<file path="src/rtl/spi_byte_pkg.sv">
package spi_byte_pkg;

    localparam int BYTE_W  = 8;
    localparam int ADDR_W  = 3;
    localparam int STEPS   = 2 * BYTE_W;
    localparam int STEP_W  = $clog2(STEPS);

    localparam logic [ADDR_W-1:0] OFF_MODE = 3'd0;
    localparam logic [ADDR_W-1:0] OFF_RXD  = 3'd1;
    localparam logic [ADDR_W-1:0] OFF_TXD  = 3'd2;
    localparam logic [ADDR_W-1:0] OFF_CTRL = 3'd3;
    localparam logic [ADDR_W-1:0] OFF_STAT = 3'd4;
    localparam logic [ADDR_W-1:0] OFF_DIV  = 3'd6;

    // field order matches the bit positions software uses (bit 4 down to bit 0)
    typedef struct packed {
        logic cpha;
        logic enable;
        logic msb_first;
        logic cpol;
        logic loopback;
    } mode_t;

    localparam int MODE_W = $bits(mode_t);

    typedef logic [BYTE_W-1:0] byte_t;

    function automatic logic head_bit(input byte_t d, input logic msb);
        return msb ? d[BYTE_W-1] : d[0];
    endfunction

    function automatic byte_t drop_head(input byte_t d, input logic msb);
        return msb ? {d[BYTE_W-2:0], 1'b0} : {1'b0, d[BYTE_W-1:1]};
    endfunction

    function automatic byte_t push_bit(input byte_t d, input logic b, input logic msb);
        return msb ? {d[BYTE_W-2:0], b} : {b, d[BYTE_W-1:1]};
    endfunction

endpackage

</file>
<file path="src/rtl/spi_byte_regs.sv">
module spi_byte_regs
    import spi_byte_pkg::*;
(
    input  logic              clk,
    input  logic              rst,
    input  logic [ADDR_W-1:0] addr,
    input  logic              wr,
    input  logic              rd,
    input  byte_t             wdata,
    output byte_t             rdata,
    input  logic              busy_i,
    input  logic              done_i,
    input  byte_t             rx_i,
    output mode_t             mode_o,
    output byte_t             div_o,
    output byte_t             tx_o,
    output logic              start_o,
    output logic              ready_o
);
    mode_t mode_q;
    byte_t div_q, tx_q, rx_q;
    logic  ready_q;

    logic  rx_read;
    assign rx_read = rd && (addr == OFF_RXD);

    always_ff @(posedge clk) begin
        if (rst) begin
            mode_q <= '0;
            div_q  <= '0;
            tx_q   <= '0;
        end else if (wr) begin
            case (addr)
                OFF_MODE: mode_q <= mode_t'(wdata[MODE_W-1:0]);
                OFF_TXD:  tx_q   <= wdata;
                OFF_DIV:  div_q  <= wdata;
                default:  ;
            endcase
        end
    end

    always_ff @(posedge clk) begin
        if (rst) begin
            rx_q    <= '0;
            ready_q <= 1'b0;
        end else if (done_i) begin
            rx_q    <= rx_i;
            ready_q <= 1'b1;
        end else if (rx_read) begin
            ready_q <= 1'b0;
        end
    end

    assign start_o = wr && (addr == OFF_CTRL) && wdata[0] && mode_q.enable && !busy_i;

    always_comb begin
        case (addr)
            OFF_MODE: rdata = {{(BYTE_W-MODE_W){1'b0}}, mode_q};
            OFF_RXD:  rdata = rx_q;
            OFF_TXD:  rdata = tx_q;
            OFF_STAT: rdata = {{(BYTE_W-2){1'b0}}, busy_i, ready_q};
            OFF_DIV:  rdata = div_q;
            default:  rdata = '0;
        endcase
    end

    assign mode_o  = mode_q;
    assign div_o   = div_q;
    assign tx_o    = tx_q;
    assign ready_o = ready_q;

    // a finished transfer always leaves the ready flag set
    a_r7_ready_after_done: assert property (@(posedge clk) disable iff (rst)
        done_i |=> ready_q);

    // reading the received byte clears the flag when no transfer ends
    a_r7_clear_on_read: assert property (@(posedge clk) disable iff (rst)
        (rx_read && !done_i) |=> !ready_q);

    // writes to the received-byte offset leave it untouched
    a_r2_rx_readonly: assert property (@(posedge clk) disable iff (rst)
        (wr && addr == OFF_RXD && !done_i) |=> $stable(rx_q));

endmodule

</file>
<file path="src/rtl/spi_byte_timer.sv">
module spi_byte_timer
    import spi_byte_pkg::*;
(
    input  logic  clk,
    input  logic  rst,
    input  logic  run_i,
    input  logic  start_i,
    input  byte_t div_i,
    output logic  tick_o
);
    byte_t cnt_q;
    logic  wrap;

    assign wrap   = (cnt_q == div_i);
    assign tick_o = run_i && wrap;

    always_ff @(posedge clk) begin
        if (rst || start_i || !run_i || wrap)
            cnt_q <= '0;
        else
            cnt_q <= cnt_q + 1'b1;
    end

    // the half-period counter never passes the divisor during a transfer
    a_r4_cnt_bound: assert property (@(posedge clk) disable iff (rst)
        (run_i && $stable(div_i)) |-> (cnt_q <= div_i));

endmodule

</file>
<file path="src/rtl/spi_byte_shift.sv">
module spi_byte_shift
    import spi_byte_pkg::*;
(
    input  logic  clk,
    input  logic  rst,
    input  logic  start_i,
    input  logic  tick_i,
    input  mode_t mode_i,
    input  byte_t tx_i,
    input  logic  miso_i,
    output logic  busy_o,
    output logic  sck_lvl_o,
    output logic  mosi_bit_o,
    output logic  done_o,
    output byte_t rx_o
);
    logic              busy_q, lvl_q;
    logic [STEP_W-1:0] step_q;
    byte_t             tx_sh, rx_sh, rx_next;
    logic              lead, trail, capture, advance, in_bit, last;

    assign last       = (step_q == STEP_W'(STEPS-1));
    assign lead       = busy_q && tick_i && !step_q[0];
    assign trail      = busy_q && tick_i &&  step_q[0];
    assign capture    = mode_i.cpha ? trail : lead;
    assign advance    = mode_i.cpha ? (lead && step_q != '0) : (trail && !last);
    assign mosi_bit_o = head_bit(tx_sh, mode_i.msb_first);
    assign in_bit     = mode_i.loopback ? ~mosi_bit_o : miso_i;
    assign rx_next    = capture ? push_bit(rx_sh, in_bit, mode_i.msb_first) : rx_sh;
    assign done_o     = busy_q && tick_i && last;

    always_ff @(posedge clk) begin
        if (rst) begin
            busy_q <= 1'b0;
            lvl_q  <= 1'b0;
            step_q <= '0;
            tx_sh  <= '0;
            rx_sh  <= '0;
        end else if (start_i && !busy_q) begin
            busy_q <= 1'b1;
            lvl_q  <= 1'b0;
            step_q <= '0;
            tx_sh  <= tx_i;
            rx_sh  <= '0;
        end else if (busy_q && tick_i) begin
            lvl_q  <= ~lvl_q;
            step_q <= step_q + 1'b1;
            rx_sh  <= rx_next;
            if (advance)
                tx_sh <= drop_head(tx_sh, mode_i.msb_first);
            if (last)
                busy_q <= 1'b0;
        end
    end

    assign busy_o    = busy_q;
    assign sck_lvl_o = lvl_q;
    assign rx_o      = rx_next;

    // a transfer only begins after a start request
    a_r3_busy_from_start: assert property (@(posedge clk) disable iff (rst)
        $rose(busy_q) |-> $past(start_i));

    // a running transfer is not cut short or restarted
    a_r9_hold_while_busy: assert property (@(posedge clk) disable iff (rst)
        (busy_q && !done_o) |=> (busy_q && (step_q == $past(step_q) || step_q == $past(step_q) + 1'b1)));

    // the final SCK step ends the transfer
    a_r3_done_ends: assert property (@(posedge clk) disable iff (rst)
        done_o |=> !busy_q);

    // the SCK step moves only on a timer tick
    a_r4_step_on_tick: assert property (@(posedge clk) disable iff (rst)
        (busy_q && !tick_i) |=> $stable(step_q) && $stable(lvl_q));

endmodule

</file>
<file path="src/rtl/spi_byte_port.sv">
module spi_byte_port
    import spi_byte_pkg::*;
(
    input  logic       clk,
    input  logic       rst,
    input  logic [2:0] bus_addr,
    input  logic       bus_wr,
    input  logic       bus_rd,
    input  logic [7:0] bus_wdata,
    output logic [7:0] bus_rdata,
    output logic       sck,
    output logic       mosi,
    input  logic       miso,
    output logic       irq
);
    mode_t mode;
    byte_t div, tx, rx;
    logic  start, busy, done, tick, lvl, out_bit, ready;

    spi_byte_regs u_regs (
        .clk     (clk),
        .rst     (rst),
        .addr    (bus_addr),
        .wr      (bus_wr),
        .rd      (bus_rd),
        .wdata   (bus_wdata),
        .rdata   (bus_rdata),
        .busy_i  (busy),
        .done_i  (done),
        .rx_i    (rx),
        .mode_o  (mode),
        .div_o   (div),
        .tx_o    (tx),
        .start_o (start),
        .ready_o (ready)
    );

    spi_byte_timer u_timer (
        .clk     (clk),
        .rst     (rst),
        .run_i   (busy),
        .start_i (start),
        .div_i   (div),
        .tick_o  (tick)
    );

    spi_byte_shift u_shift (
        .clk        (clk),
        .rst        (rst),
        .start_i    (start),
        .tick_i     (tick),
        .mode_i     (mode),
        .tx_i       (tx),
        .miso_i     (miso),
        .busy_o     (busy),
        .sck_lvl_o  (lvl),
        .mosi_bit_o (out_bit),
        .done_o     (done),
        .rx_o       (rx)
    );

    assign sck  = mode.enable ? (lvl ^ mode.cpol) : mode.cpol;
    assign mosi = mode.enable && busy && out_bit;
    assign irq  = ready;

    // between transfers SCK rests at its idle level
    a_r10_idle_sck: assert property (@(posedge clk) disable iff (rst)
        !busy |-> (sck == mode.cpol));

    // between transfers MOSI is low
    a_r10_idle_mosi: assert property (@(posedge clk) disable iff (rst)
        !busy |-> !mosi);

endmodule

</file>
<file path="config.mk">
export PLATFORM = sky130hd
export DESIGN_NAME = spi_byte_port
export DESIGN_NICKNAME = d
export VERILOG_FILES = /design/src/rtl/spi_byte_pkg.sv /design/src/rtl/spi_byte_regs.sv /design/src/rtl/spi_byte_timer.sv /design/src/rtl/spi_byte_shift.sv /design/src/rtl/spi_byte_port.sv
export SDC_FILE = /design/constraint.sdc
export NUM_CORES = 1
export LEC_CHECK = 0
export ABC_AREA = 1
export BUFFER_PORTS_ARGS = -buffer_cell sky130_fd_sc_hd__buf_2
export CORE_MARGIN = 1.5
export CORE_UTILIZATION = 56
export CTS_BUF_LIST = sky130_fd_sc_hd__clkbuf_4
export DETAILED_ROUTE_END_ITERATION = 8
export GPL_ROUTABILITY_DRIVEN = 0
export PLACE_DENSITY = 0.78
export SLEW_MARGIN = 20
export SYNTH_ARGS = -nofsm -noshare
export SYNTH_HDL_FRONTEND = slang
export SYNTH_SLANG_ARGS = --single-unit
</file>
<file path="constraint.sdc">
create_clock -name clk -period 1.59 [get_ports clk]
set_clock_uncertainty 0.15 [all_clocks]
set_input_delay 0.2385 -clock clk [delete_from_list [all_inputs] [get_ports clk]]
set_output_delay 0.2385 -clock clk [all_outputs]
set_load 0.005 [all_outputs]
</file>
* After elaboration in Yosys (flattened, before gate mapping)
Index checks and enable logic that the tools add are counted.
Word-level totals: bits in registers 60, bits of input ports 16, output and inout port bits 11
Operators by class: add/subtract/negate cells 2, equal/unequal tests 7, mux-type cells 17, bitwise logic cells 3, reductions and logical operators 33
Operator list (number):
- 8-bit 2-to-1 mux | 6
- 8-bit case mux with 5 select lines | 1
- 1-bit logical AND | 15
- 1-bit 2-to-1 mux | 10
- 2-bit AND reduction | 5
- 8-bit by 1-bit adder with 8-bit output (second input constant) | 1
- 8-bit equality test | 1
- 2-bit nonzero test | 4
- 3-bit by 2-bit equality test with 1-bit output (second input constant) | 2
- 3-bit equality test (second input constant) | 2
- 4-bit by 1-bit adder with 4-bit output (second input constant) | 1
- 4-bit equality test (second input constant) | 1
- 4-bit nonzero test | 1
- 3-bit by 1-bit equality test with 1-bit output (second input constant) | 1
- 1-bit zero test | 3
- 3-bit zero test | 1
- 1-bit logical OR | 3
- 1-bit NOT | 2
- 2-bit OR reduction | 1
- 1-bit bitwise XOR | 1

* Longest topological paths before layout
depth after elaboration 9, gate-level depth with buffers 12, gate-level depth less buffers 12

* Hierarchy
From an unflattened synthesis, not the netlist that was laid out.
Second synthesis, totals: cells, all modules 511, area total of the unflattened synthesis 3449.6 µm²
By module, submodules not included:
- spi_byte_regs | times used 1, cells each 227, area an instance 1571.5 µm²
- spi_byte_shift | times used 1, cells each 204, area an instance 1367.6 µm²
- spi_byte_timer | times used 1, cells each 73, area an instance 479.2 µm²
- spi_byte_port | times used 1, cells each 7, area an instance 31.3 µm²

* Worst setup path before layout
No wires, ideal clock.
kind register to register, start point register u_timer.cnt_q[5], end point register u_shift.busy_q, in the netlist u_shift.busy_o, arrival 1425 ps, required time 1323 ps, setup slack -102 ps, stages on the path, launching flop included 12, cell sequence dfxtp_1 inv_2 nand2_1 nand2_1 nor2_2 nand2_2 nor2_8 nand2_4 nor3_4 inv_1 nand3_1 o21ai_1
On the way: word-level cells in the longest chain between the ends 5
RTL lines:
- start: declaration | line spi_byte_timer.sv:11 | byte_t cnt_q;
- start signal: assignment | line spi_byte_timer.sv:21 | cnt_q <= cnt_q + 1'b1;
- 8-bit equality test | line spi_byte_timer.sv:14 | assign wrap = (cnt_q == div_i);
- 1-bit logical AND | line spi_byte_timer.sv:15 | assign tick_o = run_i && wrap;
- 1-bit logical AND | line spi_byte_shift.sv:45 | end else if (busy_q && tick_i) begin
- 2-bit nonzero test (no source line)
- 2-bit AND reduction (no source line)
- end signal: assignment | line spi_byte_shift.sv:34 | busy_q <= 1'b0;
- end signal: assignment | line spi_byte_shift.sv:40 | busy_q <= 1'b1;
- end signal: assignment | line spi_byte_shift.sv:52 | busy_q <= 1'b0;
- end: declaration | line spi_byte_shift.sv:17 | logic busy_q, lvl_q;
Every way passes these cells. A chain may end at the register's enable or synchronous reset.

* Worst setup path in the final report
start point register u_timer.cnt_q[7], end point register u_regs.rx_q[6]
On the way: word-level cells in the longest chain between the ends 6
RTL lines:
- 8-bit equality test * | line spi_byte_timer.sv:14
- 1-bit logical AND * | line spi_byte_timer.sv:15
- 1-bit logical AND * | line spi_byte_shift.sv:23, spi_byte_shift.sv:24, spi_byte_shift.sv:30
- 1-bit logical AND (on tied branches) | line spi_byte_shift.sv:23, spi_byte_shift.sv:24
- 1-bit 2-to-1 mux | line spi_byte_shift.sv:25 | assign capture = mode_i.cpha ? trail : lead;
- 8-bit 2-to-1 mux | line spi_byte_shift.sv:29 | assign rx_next = capture ? push_bit(rx_sh, in_bit, mode_i.msb_first) : rx_sh;
- end signal: assignment | line spi_byte_regs.sv:47 | rx_q <= rx_i;
- end: declaration | line spi_byte_regs.sv:21 | byte_t div_q, tx_q, rx_q;
Mark *: on every way between the ends. The rest lies on a longest branch, timed or not.

==> results.rst <==
.. list-table::
   :header-rows: 1

   * - Metric
     - Value
   * - Basic-gate share of the synthesized area counting and, or, nand and nor cells
     - 30.9%
   * - Worst-margin pin slew
     - 0.474 ns
   * - Type of the worst setup path
     - flop to flop
   * - # port buffers
     - 26
   * - Hold WC Path Type
     - input port to flop
   * - Gate count of the mapped netlist
     - 442
   * - Area taken by multi-input logic gates
     - 0.00206 mm^2
   * - Crit Path Max Fanout
     - 6
   * - Worst Setup SP
     - u_timer.cnt_q[7]
   * - Distinct cell type count of the synthesized netlist
     - 36
   * - Wire length of the first global-routing pass
     - 14.9 mm
   * - Worst Hold Margin
     - 0.0713 ns
   * - Maximum number of pins on one net before global-route repair
     - 23
   * - Violation count after the first detailed-route iteration
     - 554
   * - Detailed-router iteration count before antenna repair
     - 5
   * - Total length of routed wires
     - 11.6 mm
   * - Detailed placement HPWL
     - 5.86 mm
   * - Antenna violations before repair
     - 0
   * - Cell occurring most often along the worst timing path
     - nand2_1
   * - Via count
     - 3758
   * - Status
     - complete, but fails checks
   * - Total Die Area
     - 0.00590 mm^2
   * - PnR Total Power
     - 0.00318 W
   * - Total standard cell area after synthesis
     - 0.00305 mm^2
   * - Die Ht
     - 76.8 um
   * - Fraction of final layout cells sized beyond drive strength 1
     - 49.5%
   * - Switching fraction of total power
     - 27.0%
   * - Final worst path period need
     - 1.96 ns
   * - Psw
     - 0.000858 W
   * - Least setup slack across all paths after layout
     - -0.371 ns
   * - Start of the worst register-to-register path
     - u_timer.cnt_q[7]
   * - Number of buffers created by CTS
     - 9
   * - Number of global-route vias before repair
     - 3301
   * - Register-to-register path setup slack
     - -0.37 ns
   * - Post-synth top area share
     - 39.4%
   * - Clock latency of the later-clocked register in the worst-skew pair
     - 0.43 ns
   * - Count of clock tree sinks
     - 60
   * - Final critical-path share of the clock period
     - 123%
   * - Critical Path Start Type
     - flop
   * - Synth-to-layout area growth
     - 53.5%
   * - Final Non-Filler Cells
     - 626
   * - Mux share of post-synthesis cell area
     - 0%
   * - Post-synth net total
     - 461
   * - Number of nets with antenna violations after routing
     - 0
   * - Rows
     - 26
   * - Number of cells after detailed placement
     - 582
   * - Post-synthesis compound-gate area fraction
     - 18.1%
   * - Violations in the final reports
     - negative setup slack
   * - Nature of the critical path endpoint
     - flop
   * - Share of total power in combinational logic
     - 11.2%
   * - Total of warnings raised by yosys
     - 0
   * - Placeable core region
     - 0.00517 mm^2
   * - Antenna fix cells
     - 0
   * - Slew margin rel.
     - 68.4%
   * - Critical Path Slowest Stage Cell
     - dfxtp_4
   * - Most common cell after layout, fill and taps aside
     - nand2_1
   * - Worst IR Drop VDD
     - 584 uV
   * - FF+latch count, synth
     - 60
   * - Vias per inst
     - 6.00
   * - Achievable clock frequency
     - 510 MHz
   * - CTS root buf
     - clkbuf_4
   * - X dimension of the die
     - 76.8 um
   * - RSZ-0062 raised after global routing
     - true
   * - Number of filler instances in the final layout
     - 219
   * - Sequential share of the synthesized area
     - 39.4%
   * - TritonCTS clock tree
     - built
   * - Most frequent cells in the layout
     - 65 x nand2_1, 50 x buf_4, 42 x inv_1
   * - Clk slew on worst S/H paths
     - 0.13 ns
   * - Boundary pin count
     - 27
   * - Number of hold violations in the final report
     - 0
   * - Main combinational cell family by area after synthesis
     - simple AND/OR/NAND/NOR gates
   * - Post-Synthesis Mean Instance Area
     - 6.90 um^2
   * - Max-slew violations
     - 0
   * - Starting Density
     - 59.0%
   * - Startpoint of the lowest-slack hold path
     - bus_wdata[0]
   * - Worst-case clock buffer depth
     - 2
   * - Final standard cell utilization of the core
     - 90.5%
   * - Largest area contributor in the synthesized netlist
     - dfxtp_1
   * - DRC violation count after routing
     - 0
   * - Cells along the critical path
     - inv_2, nand2_1, nand2_1, nor2_2, nand2_2, nor2_8, nand4_4, buf_6, nand3_2, nand2_4, a21oi_2
   * - P_int
     - 0.00232 W
   * - Proportion of power drawn by the clock network
     - 40.4%
   * - GRT overflow
     - 0
   * - Share of total power in sequential cells
     - 48.4%
   * - Data arrival time of the worst path
     - 2.17 ns
   * - CP max stage delay
     - 0.40 ns
   * - Global-route total usage across every layer
     - 32.4%
   * - Leakage power
     - 2.07 nW
   * - Synthesized-area fraction occupied by adder cells
     - 1.23%
   * - # setup viols final
     - 49
   * - Number of violations of the max-capacitance limit
     - 0
   * - Ranking of synthesized cells by area
     - dfxtp_1 39%, nand2_1 13%, inv_1 7.6%, nor2_1 6.5%, a21oi_1 6.4%
   * - Total power divided by cell area
     - 679 mW/mm^2
   * - Register cell area after layout
     - 0.00124 mm^2
   * - Nets
     - 570
   * - Synth Area in XOR/XNOR
     - 0.862%
   * - Data required time of the critical path
     - 1.80 ns
   * - Depth of the CTS H-tree
     - 3
   * - Avg WL per Cell
     - 18.6 um
==> cells in the mapped netlist <==
| library cell | instances |
|---|---|
| nand2_1 | 104 |
| inv_1 | 62 |
| dfxtp_1 | 60 |
| nor2_1 | 53 |
| a21oi_1 | 39 |
| o21ai_0 | 34 |
| nand3_1 | 16 |
| clkbuf_1 | 9 |
| o211ai_1 | 7 |
| o21ai_1 | 7 |
| nor3_1 | 5 |
| nand2_2 | 4 |
| buf_2 | 3 |
| ha_1 | 3 |
| nand4_1 | 3 |
| nor3_2 | 3 |
| o2111ai_1 | 3 |
| o221ai_1 | 3 |
| xor2_1 | 3 |
| a31oi_1 | 2 |
| nand4_4 | 2 |
| nor3_4 | 2 |
| nor3b_1 | 2 |
| a21o_1 | 1 |
| a221oi_1 | 1 |
| buf_4 | 1 |
| inv_2 | 1 |
| nand2_4 | 1 |
| nand3_2 | 1 |
| nand3b_1 | 1 |
| nor2_2 | 1 |
| nor2_8 | 1 |
| nor4_1 | 1 |
| nor4_4 | 1 |
| o211a_1 | 1 |
| o22ai_1 | 1 |
==> sequential cells by signal (all words and copies together), names as in the netlist, 4 cells and up <==
name	flops
u_regs.tx_o	8
u_regs.mode_o	5
u_shift.rx_sh	8
u_regs.div_o	8
u_regs.rx_q	8
u_shift.tx_sh	8
u_shift.step_q	4
u_timer.cnt_q	8
==> path summary, 6_finish.rpt <==
kind | end | cells after the start
max | u_regs.rx_q[6] | 11
min | u_regs.tx_o[0] | 4
max reg2reg | u_regs.rx_q[6] | 11
min reg2reg | u_shift.tx_sh[2] | 2
==> power by group through the flow <==
stage | combinational (W) | clock [W] | sequential, W
3_3_place_gp | 0.000260 | 0 | 0.00157
2_1_floorplan | 0.000151 | 0 | 0.00157
6_report | 0.000357 | 0.00128 | 0.00154
3_5_place_dp | 0.000264 | 0 | 0.00157
4_1_cts | 0.000301 | 0.00126 | 0.00154
5_1_grt | 0.000376 | 0.00135 | 0.00154
==> logic make-up after synthesis <==
logic type,after synthesis
fa+ha+maj,3
compound gates,99
xor+xnor,3
simple gates,201
buf+inv,76
flops,60
==> critical path: cells and delay by family, from the launching register on <==
kind                   cells  cell delay, ns
buffers and inverters      2            0.26
DFF                        1            0.40
AOI/OAI and AO/OA          1            0.15
and+or+nand+nor            8            0.91
==> repair_timing <==
item,in CTS,in global routing
buffers inserted,12,10
cloned,2,0
hold buffers,9,0
endpoints found under the hold margin,11,0
gates resized for setup,96,88
endpoints found under the setup margin,41,50
pin swaps,37,40
==> metal layers <==
| metal | GRT usage [%] | up-vias | wire length (um) |
|---|---|---|---|
| li1 | - | 1669 | - |
| met5 | 0 | - | 0 |
| met2 | 53.3 | 241 | 5760 |
| met1 | 38.0 | 1776 | 4240 |
| met4 | 19.6 | 0 | 631 |
| met3 | 7.62 | 72 | 990 |
==> area by class of cell <==
| class | count | area share, % |
|---|---|---|
| sequential | 60 | 26.5 |
| timing repair buffer | 109 | 19.0 |
| clock inverter | 6 | 1.90 |
| tap | 70 | 1.87 |
| inverter | 63 | 5.05 |
| multi-input combinational | 308 | 44.1 |
| clock buffer | 10 | 1.60 |
==> stage by stage <==
stage	TNS [ns]	instance area, um^2	setup WS (ns)
after detailed placement	-4.86	3680	-0.238
after CTS	-5.20	4320	-0.205
after floorplan	-0.920	3070	-0.0868
after global routing	-14.95	4680	-0.485
after global placement	-3.65	3680	-0.181
final	-11.06	4680	-0.371
No activity file was read; power rests on OpenSTA's default activity.
